<file path="src/rtl/dcs_pkg.sv">
package dcs_pkg;

  localparam int unsigned WORD_W   = 32;
  localparam int unsigned N_STICKY = 6;

  // sticky vector index -> word bit position
  localparam int unsigned IX_DATA_ERR  = 0;
  localparam int unsigned IX_CHAIN_ERR = 1;
  localparam int unsigned IX_PCI_ERR   = 2;
  localparam int unsigned IX_CFG_ERR   = 3;
  localparam int unsigned IX_XFER_DONE = 4;
  localparam int unsigned IX_CHN_DONE  = 5;

  localparam int unsigned POS_SUMMARY  = 7;
  localparam int unsigned POS_ACTIVE   = 8;

  // which sticky bits force the engine to stop
  localparam logic [N_STICKY-1:0] HALT_MASK = 6'b00_1011;
  localparam logic [N_STICKY-1:0] ERR_MASK  = 6'b00_1111;

  function automatic int unsigned sticky_pos(input int unsigned ix);
    return (ix < 4) ? ix : ix + 1;
  endfunction

  function automatic logic err_summary(input logic [N_STICKY-1:0] s);
    return |(s & ERR_MASK);
  endfunction

  function automatic logic halt_needed(input logic [N_STICKY-1:0] s);
    return |(s & HALT_MASK);
  endfunction

  function automatic logic [WORD_W-1:0] compose_word(input logic [N_STICKY-1:0] s,
                                                     input logic active);
    logic [WORD_W-1:0] w;
    w = '0;
    for (int unsigned i = 0; i < N_STICKY; i++) w[sticky_pos(i)] = s[i];
    w[POS_SUMMARY] = err_summary(s);
    w[POS_ACTIVE]  = active;
    return w;
  endfunction

  function automatic logic [N_STICKY-1:0] pick_clear(input logic [WORD_W-1:0] wd);
    logic [N_STICKY-1:0] c;
    for (int unsigned i = 0; i < N_STICKY; i++) c[i] = wd[sticky_pos(i)];
    return c;
  endfunction

endpackage

</file>
<file path="src/rtl/dcs_sticky_bit.sv">
module dcs_sticky_bit (
  input  logic clk,
  input  logic rst_n,
  input  logic set_i,
  input  logic clr_i,
  output logic q_o
);

  always_ff @(posedge clk) begin
    if (!rst_n)      q_o <= 1'b0;
    else if (set_i)  q_o <= 1'b1;
    else if (clr_i)  q_o <= 1'b0;
  end

  p_set_holds_r2: assert property (@(posedge clk) disable iff (!rst_n)
    set_i |=> q_o);
  p_set_wins_r4: assert property (@(posedge clk) disable iff (!rst_n)
    (set_i && clr_i) |=> q_o);
  p_clear_r3: assert property (@(posedge clk) disable iff (!rst_n)
    (clr_i && !set_i) |=> !q_o);
  p_sticky_r2: assert property (@(posedge clk) disable iff (!rst_n)
    (!set_i && !clr_i) |=> $stable(q_o));

endmodule

</file>
<file path="src/rtl/dcs_halt_logic.sv">
module dcs_halt_logic
  import dcs_pkg::*;
(
  input  logic                clk,
  input  logic                rst_n,
  input  logic [N_STICKY-1:0] sticky_i,
  output logic                stop_o
);

  assign stop_o = halt_needed(sticky_i);

  p_stop_data_r8: assert property (@(posedge clk) disable iff (!rst_n)
    sticky_i[IX_DATA_ERR] |-> stop_o);
  p_stop_chain_r8: assert property (@(posedge clk) disable iff (!rst_n)
    sticky_i[IX_CHAIN_ERR] |-> stop_o);
  p_stop_cfg_r8: assert property (@(posedge clk) disable iff (!rst_n)
    sticky_i[IX_CFG_ERR] |-> stop_o);
  p_pci_no_stop_r8: assert property (@(posedge clk) disable iff (!rst_n)
    (!sticky_i[IX_DATA_ERR] && !sticky_i[IX_CHAIN_ERR] && !sticky_i[IX_CFG_ERR]) |-> !stop_o);

endmodule

</file>
<file path="src/rtl/dcs_read_port.sv">
module dcs_read_port
  import dcs_pkg::*;
(
  input  logic                clk,
  input  logic                rst_n,
  input  logic                rd_hit_i,
  input  logic [N_STICKY-1:0] sticky_i,
  input  logic                active_i,
  output logic [WORD_W-1:0]   rdata_o
);

  logic [WORD_W-1:0] word_now;
  assign word_now = compose_word(sticky_i, active_i);

  always_ff @(posedge clk) begin
    if (!rst_n)        rdata_o <= '0;
    else if (rd_hit_i) rdata_o <= word_now;
  end

  p_reserved_zero_r7: assert property (@(posedge clk) disable iff (!rst_n)
    (rdata_o[WORD_W-1:POS_ACTIVE+1] == '0) && !rdata_o[4]);
  p_summary_r5: assert property (@(posedge clk) disable iff (!rst_n)
    rd_hit_i |=> (rdata_o[POS_SUMMARY] == $past(|sticky_i[3:0])));
  p_mirror_r6: assert property (@(posedge clk) disable iff (!rst_n)
    rd_hit_i |=> (rdata_o[POS_ACTIVE] == $past(active_i)));
  p_hold_r9: assert property (@(posedge clk) disable iff (!rst_n)
    !rd_hit_i |=> $stable(rdata_o));

endmodule

</file>
<file path="src/rtl/dma_chain_status.sv">
module dma_chain_status
  import dcs_pkg::*;
(
  input  logic        clk,
  input  logic        rst_n,
  input  logic        reg_sel,
  input  logic        reg_wr,
  input  logic        reg_rd,
  input  logic [31:0] reg_wdata,
  output logic [31:0] reg_rdata,
  input  logic        ev_chain_done,
  input  logic        ev_xfer_done,
  input  logic        ev_cfg_err,
  input  logic        ev_pci_fatal,
  input  logic        ev_chain_bus_err,
  input  logic        ev_data_bus_err,
  input  logic        xfer_active_i,
  output logic        stop_o
);

  // named internal events for the checkers
  logic                wr_hit;
  logic                rd_hit;
  logic [N_STICKY-1:0] set_vec;
  logic [N_STICKY-1:0] clr_vec;
  logic [N_STICKY-1:0] sticky;
  logic                wdata_unused;

  assign wr_hit = reg_sel && reg_wr;
  assign rd_hit = reg_sel && reg_rd;

  assign set_vec[IX_DATA_ERR]  = ev_data_bus_err;
  assign set_vec[IX_CHAIN_ERR] = ev_chain_bus_err;
  assign set_vec[IX_PCI_ERR]   = ev_pci_fatal;
  assign set_vec[IX_CFG_ERR]   = ev_cfg_err;
  assign set_vec[IX_XFER_DONE] = ev_xfer_done;
  assign set_vec[IX_CHN_DONE]  = ev_chain_done;

  assign clr_vec      = wr_hit ? pick_clear(reg_wdata) : '0;
  assign wdata_unused = ^{reg_wdata[31:7], reg_wdata[4]};

  for (genvar g = 0; g < N_STICKY; g++) begin : g_bit
    dcs_sticky_bit u_bit (
      .clk   (clk),
      .rst_n (rst_n),
      .set_i (set_vec[g]),
      .clr_i (clr_vec[g]),
      .q_o   (sticky[g])
    );
  end

  dcs_halt_logic u_halt (
    .clk      (clk),
    .rst_n    (rst_n),
    .sticky_i (sticky),
    .stop_o   (stop_o)
  );

  dcs_read_port u_rd (
    .clk      (clk),
    .rst_n    (rst_n),
    .rd_hit_i (rd_hit),
    .sticky_i (sticky),
    .active_i (xfer_active_i),
    .rdata_o  (reg_rdata)
  );

  p_nosel_write_r3: assert property (@(posedge clk) disable iff (!rst_n)
    (!reg_sel && set_vec == '0) |=> $stable(sticky));
  p_reset_clean_r1: assert property (@(posedge clk)
    !rst_n |=> (sticky == '0 && reg_rdata == '0));

endmodule

</file>
<file path="config.mk">
export PLATFORM = sky130hd
export DESIGN_NAME = dma_chain_status
export DESIGN_NICKNAME = d
export VERILOG_FILES = /design/src/rtl/dcs_pkg.sv /design/src/rtl/dcs_sticky_bit.sv /design/src/rtl/dcs_halt_logic.sv /design/src/rtl/dcs_read_port.sv /design/src/rtl/dma_chain_status.sv
export SDC_FILE = /design/constraint.sdc
export NUM_CORES = 1
export LEC_CHECK = 0
export BUFFER_PORTS_ARGS = -buffer_cell sky130_fd_sc_hd__buf_2
export CAP_MARGIN = 25
export CORE_UTILIZATION = 38
export CTS_CLUSTER_SIZE = 12
export DETAILED_ROUTE_END_ITERATION = 8
export PLACE_DENSITY = 0.94
export SLEW_MARGIN = 20
export SYNTH_ARGS = -nofsm -noshare
export SYNTH_HDL_FRONTEND = slang
export SYNTH_SLANG_ARGS = --single-unit
</file>
<file path="constraint.sdc">
create_clock -name clk -period 1.2 [get_ports clk]
set_input_delay 0.06 -clock clk [delete_from_list [all_inputs] [get_ports clk]]
set_output_delay 0.06 -clock clk [all_outputs]
set_load 0.005 [all_outputs]
</file>
# Word level (Yosys, flattened, before mapping)
# Cells that the tools add are included.
# word_totals
inputBits	44
out_inout_bits	33
register_bits	14
elab_cells	30
# classes
n_mux	13
n_reduce_logical	10
# op_table
operator	n
1-bit 2-to-1 mux	12
2-bit nonzero test	6
6-bit 2-to-1 mux	1
4-bit OR reduction	1
3-bit OR reduction	1
1-bit logical AND	2

# Longest topological paths before layout
# Gate-level depths: netlist of the first run.
# logic_depth
ltp_word	4
depth_mapped	4
ltp_nobuf	2

# By module
# A second synthesis of the first run with hierarchy kept.
# hier_totals
cells_unflattened	77
area_unflattened_um2	784.5
# by_module_without_submodules
mod	n_inst	seq_area_each_um2	cells_per_inst	area_each_um2
dcs_read_port	1	160.2	51	485.5
dcs_sticky_bit	6	20.0	3	41.3
dma_chain_status	1	0.0	7	45.0
dcs_halt_logic	1	0.0	1	6.3

# Worst setup path after synthesis of the first run
# OpenSTA, ideal clock, no wires.
# synth_path
path_kind	flip-flop to flip-flop
startpoint	register g_bit[3].u_bit.q_o
endpoint	register u_rd.rdata_o[7]
path_stages_with_launch	3
arrival_ns	0.657
n_path_buf	0
synth_period_minus_slack_ns	0.789
slack_ns	0.411
setup_time_ns	0.132
required_time_ns	1.068
cell_sequence	dfxtp_1 > nor4_1 > a311oi_1
# synth_between
elab_chain_len	1
# synth_rtl
element	line_no	text
from (decl)	dcs_sticky_bit.sv:6	output logic q_o
from (signal assigned)	dcs_sticky_bit.sv:10	if (!rst_n) q_o <= 1'b0;
from (signal assigned)	dcs_sticky_bit.sv:11	else if (set_i) q_o <= 1'b1;
from (signal assigned)	dcs_sticky_bit.sv:12	else if (clr_i) q_o <= 1'b0;
4-bit OR reduction	dcs_pkg.sv:26	return |(s & ERR_MASK);
to (signal assigned)	dcs_read_port.sv:17	else if (rd_hit_i) rdata_o <= word_now;
to (decl)	dcs_read_port.sv:9	output logic [WORD_W-1:0] rdata_o
# Every way passes these cells.
# A chain may end at the register's enable or synchronous reset.

# Final worst setup path of the first run
# layout_path
startpoint	register g_bit[3].u_bit.q_o
endpoint	output stop_o
# layout_between
elab_chain_len	1
# layout_rtl
element	line_no	text
3-bit OR reduction	dcs_pkg.sv:30	return |(s & HALT_MASK);
to (decl)	dma_chain_status.sv:18	output logic stop_o
# Every way passes these cells.

==> Implementation_results.wiki, run 1 <==
{| class="wikitable"
! Metric !! Value
|-
| Detailed-route DRC error count || 0
|-
| Sequential cell area fraction in the yosys report || 0.349
|-
| Number of top-level design ports || 77
|-
| Post-synth cell types || 18
|-
| Final cell count without fillers || 146
|-
| Startpoint of the most critical register-to-register path || g_bit[3].u_bit.q_o
|-
| Setup crit end kind || output port
|-
| Final #Nets || 164
|-
| Number of nets with antenna violations after detailed routing || 0
|-
| Post-layout min period || 1.17 ns
|-
| IR Drop Worst-Case VDD || 486 uV
|-
| Leading cell types in the layout, fill and taps excluded || sky130_fd_sc_hd__buf_2, sky130_fd_sc_hd__conb_1, sky130_fd_sc_hd__dfxtp_1
|-
| Die Area || 2300 um^2
|-
| Achievable frequency || 853 MHz
|-
| Maximum clock path buffer count || 2
|-
| R2r worst-path depth || 2
|-
| Vias in the first global route || 477
|-
| Yosys warnings || 0
|-
| Number of buffer cells added on primary ports || 26
|-
| Data required time of the worst path || 1.14 ns
|-
| Antenna Cells || 0
|-
| Number of placement rows || 16
|-
| Met3 track utilization from global routing || 0.0113
|-
| Cell count after placement || 136
|-
| Antenna violations before repair || 0
|-
| GR Util met2 || 0.211
|-
| Total grt overflow || 0
|-
| Gate count of the mapped netlist || 89
|-
| Count of H-tree levels built during CTS || 1
|-
| Sw power || 0.000240 W
|-
| Detailed Route Iter0 Violations || 9
|-
| Gp weighted congestion || 0.683
|-
| Cell depth of the worst hold path || 3
|-
| Total power after layout || 0.000988 W
|-
| Maximum number of pins on one net before global-route repair || 18
|-
| Number of max-cap violations || 0
|-
| Wire length of the first global-routing pass || 1850 um
|-
| Number of endpoints failing setup at the final stage || 0
|-
| Final count of pins violating max slew || 0
|-
| Worst setup SP type || flip-flop
|-
| Clock root buffer || sky130_fd_sc_hd__clkbuf_4
|-
| Arrival time reported for the critical path endpoint || 1.11 ns
|-
| Core ar. || 1980 um^2
|-
| CTS sink count || 14
|-
| Endpoint of the worst hold-timing path || g_bit[1].u_bit.q_o
|-
| Post-synthesis cell area || 803 um^2
|-
| Endpoint of the lowest-slack register-to-register path || u_rd.rdata_o[7]
|-
| Routed wire length || 1340 um
|-
| Final core utilization || 0.457
|-
| Clock tree from TritonCTS || yes
|-
| Largest driver fanout on the critical path || 4
|-
| Avg Cell Area, Syn || 9.03 um^2
|-
| Ratio of cells with drive above 1 in the final layout || 0.328
|-
| Combinational cell fraction of total power || 0.152
|-
| P_leak || 0.455 nW
|-
| Initial Utilization || 0.405
|-
| Period Utilization, post-route || 0.977
|-
| Switching power as a share of total power || 0.243
|-
| #FFs+latches synth || 14
|-
| Result of the run || finished clean
|-
| Placed cell area || 808 um^2
|-
| Slack of the worst reg-to-reg path || 0.31 ns
|-
| Classification of the worst-slack hold path || input port to flip-flop
|-
| Via density || 4.32
|-
| Crit Path Class || flip-flop to output port
|-
| Clock tree skew after final layout || 0.00223 ns
|-
| Fraction of power consumed by the clock network || 0.334
|-
| P per Cell Area || 1090 nW/um^2
|-
| Worst Hold Launch || ev_chain_bus_err
|-
| Internal || 0.000748 W
|-
| Number of buffers created by CTS || 3
|-
| Global routing met1 resource utilization || 0.121
|-
| Register share of total power || 0.514
|-
| Final hold violations || 0
|-
| Average routed wire per standard cell || 9.14 um
|-
| Length of the first detailed-routing pass in iterations || 3
|-
| Hold slack || 0.0249 ns
|-
| Clock Latency Late Sink || 0.28 ns
|-
| Layer carrying the most global-route usage || met2
|-
| HPWL Detailed || 972 um
|-
| Overall routing resource usage || 0.118
|-
| Chip Height || 48.0 um
|-
| Clock transition at the registers of the reported paths || 0.08 ns
|-
| Die extent in x || 48.0 um
|-
| Total non-filler cell area in the finished layout || 906 um^2
|-
| Buffers inserted by post-CTS timing repair || 0
|-
| Most frequent standard cell in the layout excluding fill and tap cells || sky130_fd_sc_hd__buf_2
|-
| Detailed-route via count || 630
|-
| Layout area overhead || 12.8%
|}
## area by class of cell
type / instances / area, um^2
Multi-Input combinational cell: 62 / 338
Clock buffer: 4 / 36.3
Tap cell: 27 / 33.8
Fill cell: 183 / 1080
Sequential cell: 14 / 282
Timing Repair Buffer: 32 / 190
Inverter: 7 / 26.3
## cells in the mapped netlist, drive strengths merged
cell	n	share of area
nor4	1	0.0078
and2	1	0.0078
nand3	7	0.044
dfxtp	14	0.35
buf	29	0.31
inv	7	0.033
a21oi	8	0.059
a311oi	1	0.011
a21bo	7	0.087
o21ai	6	0.037
a31oi	6	0.047
conb	1	0.0047
or3	1	0.0078
## cells by family (layout without fill, tap and decap cells)
family,Yosys count,count (layout),synth area share
flip-flops,14,14,0.349
buffers and inverters,36,43,0.338
AO/OA/AOI/OAI,28,28,0.241
AND/OR/NAND/NOR,10,10,0.0670
other,1,24,0.00467
## registers in the layout, indices dropped and copies added (netlist names)
register	cells
u_rd.rdata_o	8
g_bit.u_bit.q_o	6
## layer usage
metal | wire [um] | vias up
met1 | 523 | 278
met2 | 699 | 32
met3 | 65 | 6
met5 | 0 | -
met4 | 46 | 0
li1 | - | 314
## critical path, cell delays in order, from the launching register on
cell                      delay [ns]
sky130_fd_sc_hd__dfxtp_2        0.34
sky130_fd_sc_hd__or3_1          0.37
sky130_fd_sc_hd__buf_2          0.13
## worst max path at each step
stage                      endpoint  slack [ns]                from
floorplan           u_rd.rdata_o[7]        0.41  g_bit[3].u_bit.q_o
global placement             stop_o        0.33  g_bit[3].u_bit.q_o
detailed placement           stop_o        0.33  g_bit[3].u_bit.q_o
CTS                          stop_o        0.02  g_bit[3].u_bit.q_o
global route                 stop_o      -0.001  g_bit[3].u_bit.q_o
finish                       stop_o        0.03  g_bit[3].u_bit.q_o
## repair_timing
| action | 4_1_cts | 5_1_grt |
|---|---|---|
| resized for setup | 0 | 1 |
| setup endpoints to repair | 0 | 1 |
| endpoints found under the hold margin | 6 | 0 |
| hold buffers | 6 | 0 |
## stage by stage
stage | worst slack (ns) | setup TNS (ns)
floorplan | 0.411 | 0
global placement | 0.327 | 0
detailed placement | 0.330 | 0
CTS | 0.0232 | 0
global route | -0.00137 | -0.00137
finish | 0.0272 | 0
## power by group through the flow
stage | logic [W] | clock network [W] | registers, W
finish | 0.000150 | 0.000330 | 0.000508
detailed placement | 0.000133 | 0 | 0.000518
CTS | 0.000149 | 0.000336 | 0.000507
global placement | 0.000128 | 0 | 0.000517
global route | 0.000174 | 0.000360 | 0.000512
floorplan | 0.000156 | 0 | 0.000516
Note: power is estimated with default switching activity, not from simulation.
==> inputs of run 2 (changes only) <==
--- a/config.mk
+++ b/config.mk
@@ -5,12 +5,16 @@
 export SDC_FILE = /design/constraint.sdc
 export NUM_CORES = 1
 export LEC_CHECK = 0
+export ABC_AREA = 1
 export BUFFER_PORTS_ARGS = -buffer_cell sky130_fd_sc_hd__buf_2
 export CAP_MARGIN = 25
-export CORE_UTILIZATION = 38
+export CELL_PAD_IN_SITES_DETAIL_PLACEMENT = 1
+export CELL_PAD_IN_SITES_GLOBAL_PLACEMENT = 2
+export CORE_ASPECT_RATIO = 1.75
+export CORE_UTILIZATION = 16
 export CTS_CLUSTER_SIZE = 12
 export DETAILED_ROUTE_END_ITERATION = 8
-export PLACE_DENSITY = 0.94
+export PLACE_DENSITY = 0.92
 export SLEW_MARGIN = 20
 export SYNTH_ARGS = -nofsm -noshare
 export SYNTH_HDL_FRONTEND = slang
==> Implementation_results.wiki, run 2 <==
{| class="wikitable"
! Metric !! Value
|-
| Result of the run || finished clean (unchanged)
|-
| Data required time of the worst path || 1.14 ns (about the same)
|-
| Final hold violations || 0 (unchanged)
|-
| Ratio of cells with drive above 1 in the final layout || 0.256 (was 0.328)
|-
| Commonest cells in the netlist || sky130_fd_sc_hd__buf_4, sky130_fd_sc_hd__nor2_1, sky130_fd_sc_hd__dfxtp_1 (was sky130_fd_sc_hd__buf_4, sky130_fd_sc_hd__dfxtp_1, sky130_fd_sc_hd__inv_1, sky130_fd_sc_hd__nand3_1)
|-
| Count of H-tree levels built during CTS || 1 (unchanged)
|-
| Crit Path Class || flip-flop to output port (unchanged)
|-
| Number of max-cap violations || 0 (unchanged)
|-
| Max stage delay cell, worst path || sky130_fd_sc_hd__dfxtp_1 (was sky130_fd_sc_hd__or3_1)
|-
| Antenna Cells || 0 (unchanged)
|-
| Post-layout min period || 0.945 ns (was 1.17 ns)
|-
| Leading registers by flop count || u_rd.rdata_o: 8 flops, g_bit.u_bit.q_o: 6 flops (unchanged)
|-
| Yosys warnings || 0 (unchanged)
|-
| Final count of pins violating max slew || 0 (unchanged)
|-
| Total area of sequential cells || 280 um^2 (was 282 um^2)
|-
| Antenna violations before repair || 0 (unchanged)
|-
| Die extent in x || 53.0 um (was 48.0 um)
|-
| Achievable frequency || 1060 MHz (was 853 MHz)
|-
| Count of flip-flops with a built-in enable after synthesis || 0 (unchanged)
|-
| Top cell type's share of synthesized area || 0.386 (was 0.349)
|-
| Post-CTS Hold Buffers || 0 (was 6)
|-
| Initial Utilization || 0.167 (was 0.405)
|-
| Average routed wire per standard cell || 8.80 um (was 9.14 um)
|-
| Worst setup SP type || flip-flop (unchanged)
|-
| Post-synth cell types || 13 (was 18)
|-
| Period Utilization, post-route || 0.788 (was 0.977)
|-
| Maximum clock path buffer count || 2 (unchanged)
|-
| Via density || 3.43 (was 4.32)
|-
| Number of endpoints failing setup at the final stage || 0 (unchanged)
|-
| CP delay by family, top || flip-flops (was simple AND/OR/NAND/NOR gates)
|-
| Number of buffers created by CTS || 3 (unchanged)
|-
| Post-synth ARST share || 0 (unchanged)
|-
| Most area-hungry cell type in the Yosys netlist || sky130_fd_sc_hd__dfxtp_1 (unchanged)
|-
| Clock root buffer || sky130_fd_sc_hd__clkbuf_8 (was sky130_fd_sc_hd__clkbuf_4)
|-
| Register bank with the most flops || u_rd.rdata_o (unchanged)
|-
| Most frequent standard cell in the layout excluding fill and tap cells || sky130_fd_sc_hd__buf_2 (unchanged)
|-
| Chip Height || 91.2 um (was 48.0 um)
|-
| P per Cell Area || 1210 nW/um^2 (was 1090 nW/um^2)
|-
| Length of the first detailed-routing pass in iterations || 1 (was 3)
|-
| Detailed Route Iter0 Violations || 0 (was 9)
|-
| RSZ-0062 raised after global routing || no
|-
| Buffers & Inverters on Critical Path || 1 (unchanged)
|-
| Final cell count without fillers || 176 (was 146)
|-
| Total power after layout || 0.00103 W (was 0.000988 W)
|-
| Leading cell types in the layout, fill and taps excluded || sky130_fd_sc_hd__buf_2, sky130_fd_sc_hd__conb_1, sky130_fd_sc_hd__nor2_1 (was sky130_fd_sc_hd__buf_2, sky130_fd_sc_hd__conb_1, sky130_fd_sc_hd__dfxtp_1)
|-
| Cell count after placement || 173 (was 136)
|-
| Number of buffer cells added on primary ports || 26 (unchanged)
|-
| P_leak || 0.465 nW (was 0.455 nW)
|-
| Layout area overhead || 17.9% (was 12.8%)
|-
| Final #Nets || 171 (was 164)
|-
| Clock tree from TritonCTS || yes (unchanged)
|-
| Clock Latency Late Sink || 0.24 ns (was 0.28 ns)
|-
| Post-synthesis cell area || 727 um^2 (was 803 um^2)
|-
| Clock transition at the registers of the reported paths || 0.05 ns (was 0.08 ns)
|-
| Vias in the first global route || 539 (was 477)
|-
| Routed wire length || 1550 um (was 1340 um)
|-
| Clock tree skew after final layout || 0.00165 ns (was 0.00223 ns)
|-
| Total grt overflow || 0 (unchanged)
|-
| Flip-flop count of the largest register, all copies and words added || 8 (unchanged)
|-
| Buffers inserted by post-CTS timing repair || 0 (unchanged)
|-
| Sequential cell area fraction in the yosys report || 0.386 (was 0.349)
|-
| Overall routing resource usage || 0.0702 (was 0.118)
|-
| Detailed-route DRC error count || 0 (unchanged)
|-
| Maximum number of pins on one net before global-route repair || 10 (was 18)
|-
| #FFs+latches synth || 14 (unchanged)
|-
| Arrival time reported for the critical path endpoint || 0.89 ns (was 1.11 ns)
|-
| Core ar. || 4360 um^2 (was 1980 um^2)
|-
| Critical-path cell list || nor2_1 -> nand2_1 -> buf_2 (was or3_1 -> buf_2)
|-
| Detailed-route via count || 604 (was 630)
|-
| CTS sink count || 14 (unchanged)
|-
| Maximum cell stage delay along the critical path || 0.33 ns (was 0.37 ns)
|-
| Number of nets with antenna violations after detailed routing || 0 (unchanged)
|-
| Total Neg Setup Slack || 0 ns (unchanged)
|-
| Die Area || 4830 um^2 (was 2300 um^2)
|-
| Top cells by area, synth || sky130_fd_sc_hd__dfxtp_1, sky130_fd_sc_hd__buf_4, sky130_fd_sc_hd__nor2_1 (was sky130_fd_sc_hd__dfxtp_1, sky130_fd_sc_hd__buf_4, sky130_fd_sc_hd__a21bo_2)
|-
| Footprint of the multi-input gates || 298 um^2 (was 338 um^2)
|-
| Wire length of the first global-routing pass || 2400 um (was 1850 um)
|-
| Gp weighted congestion || 0.673 (was 0.683)
|-
| Number of cells upsized or downsized after cts || 0 (unchanged)
|-
| Number of top-level design ports || 77 (unchanged)
|-
| Most common cell in the netlist || sky130_fd_sc_hd__buf_4 (unchanged)
|-
| Classification of the worst-slack hold path || input port to flip-flop (unchanged)
|-
| Gate count of the mapped netlist || 98 (was 89)
|-
| HPWL Detailed || 1290 um (was 972 um)
|-
| Post-synth top flop || sky130_fd_sc_hd__dfxtp_1 (unchanged)
|-
| Avg Cell Area, Syn || 7.42 um^2 (was 9.03 um^2)
|-
| Filler cell count || 553 (was 183)
|-
| Number of placement rows || 32 (was 16)
|-
| Setup crit end kind || output port (unchanged)
|-
| IR Drop Worst-Case VDD || 452 uV (was 486 uV)
|-
| Largest driver fanout on the critical path || 3 (was 4)
|}
run 2: cell count changes after synthesis, sizes merged, moves of 2 or more:
cell | previous run | this run
a21bo | 7 | 0
a21oi | 8 | 6
a31oi | 6 | 0
buf | 29 | 25
inv | 7 | 11
nand2 | 0 | 11
nor2 | 0 | 17
run 2: cells by family (layout without fill, tap and decap cells):
logic type / after synthesis / after routing / share of synthesized area
compound gates: 12 / 12 / 0.0826
buf+inv: 36 / 40 / 0.324
flops: 14 / 14 / 0.386
other cells: 1 / 24 / 0.00516
simple gates: 35 / 35 / 0.203
run 2: metal layers:
metal	vias to the layer above	global-route usage	part of all wire
met1	257	0.0751	0.35
li1	308	-	-
met5	-	0	0
met4	0	0.0395	0.011
met3	2	0.0151	0.10
met2	37	0.120	0.53
run 2: layout make-up:
type | instances | area share
tap | 51 | 0.0745
inverter | 11 | 0.0511
multi-input combinational | 71 | 0.347
timing repair buffer | 26 | 0.152
clock buffer | 3 | 0.0482
sequential | 14 | 0.327
run 2: through the flow:
step	utilization	hold WS, ns	area, um^2	worst slack [ns]
global placement	0.187	0.302	816	0.469
finish	0.196	0.0619	857	0.255
detailed placement	0.187	0.308	816	0.446
floorplan	-	0.182	813	0.512
global route	0.196	0.0657	857	0.124
CTS	0.196	0.0570	857	0.240
run 2: worst reg2reg max path, delay by kind of cell (launching register included):
kind / cells / cell delay, ns
flops: 1 / 0.33
simple gates: 4 / 0.32
run 2: power breakdown:
part | internal, W | total [W] | leakage (nW) | switching, W
clock network | 0.000221 | 0.000370 | 0.0216 | 0.000149
registers | 0.000498 | 0.000514 | 0.116 | 0.0000165
logic | 0.0000616 | 0.000149 | 0.327 | 0.0000874
run 2: final timing paths:
| path | start | end | slack (ns) | depth (start not counted) |
|---|---|---|---|---|
| worst max-delay path | g_bit[3].u_bit.q_o | stop_o | 0.25 | 3 |
| worst min-delay path | ev_chain_bus_err | g_bit[1].u_bit.q_o | 0.06 | 3 |
| worst max register to register | g_bit[3].u_bit.q_o | u_rd.rdata_o[7] | 0.45 | 4 |
| worst min register to register | g_bit[5].u_bit.q_o | g_bit[5].u_bit.q_o | 0.45 | 2 |
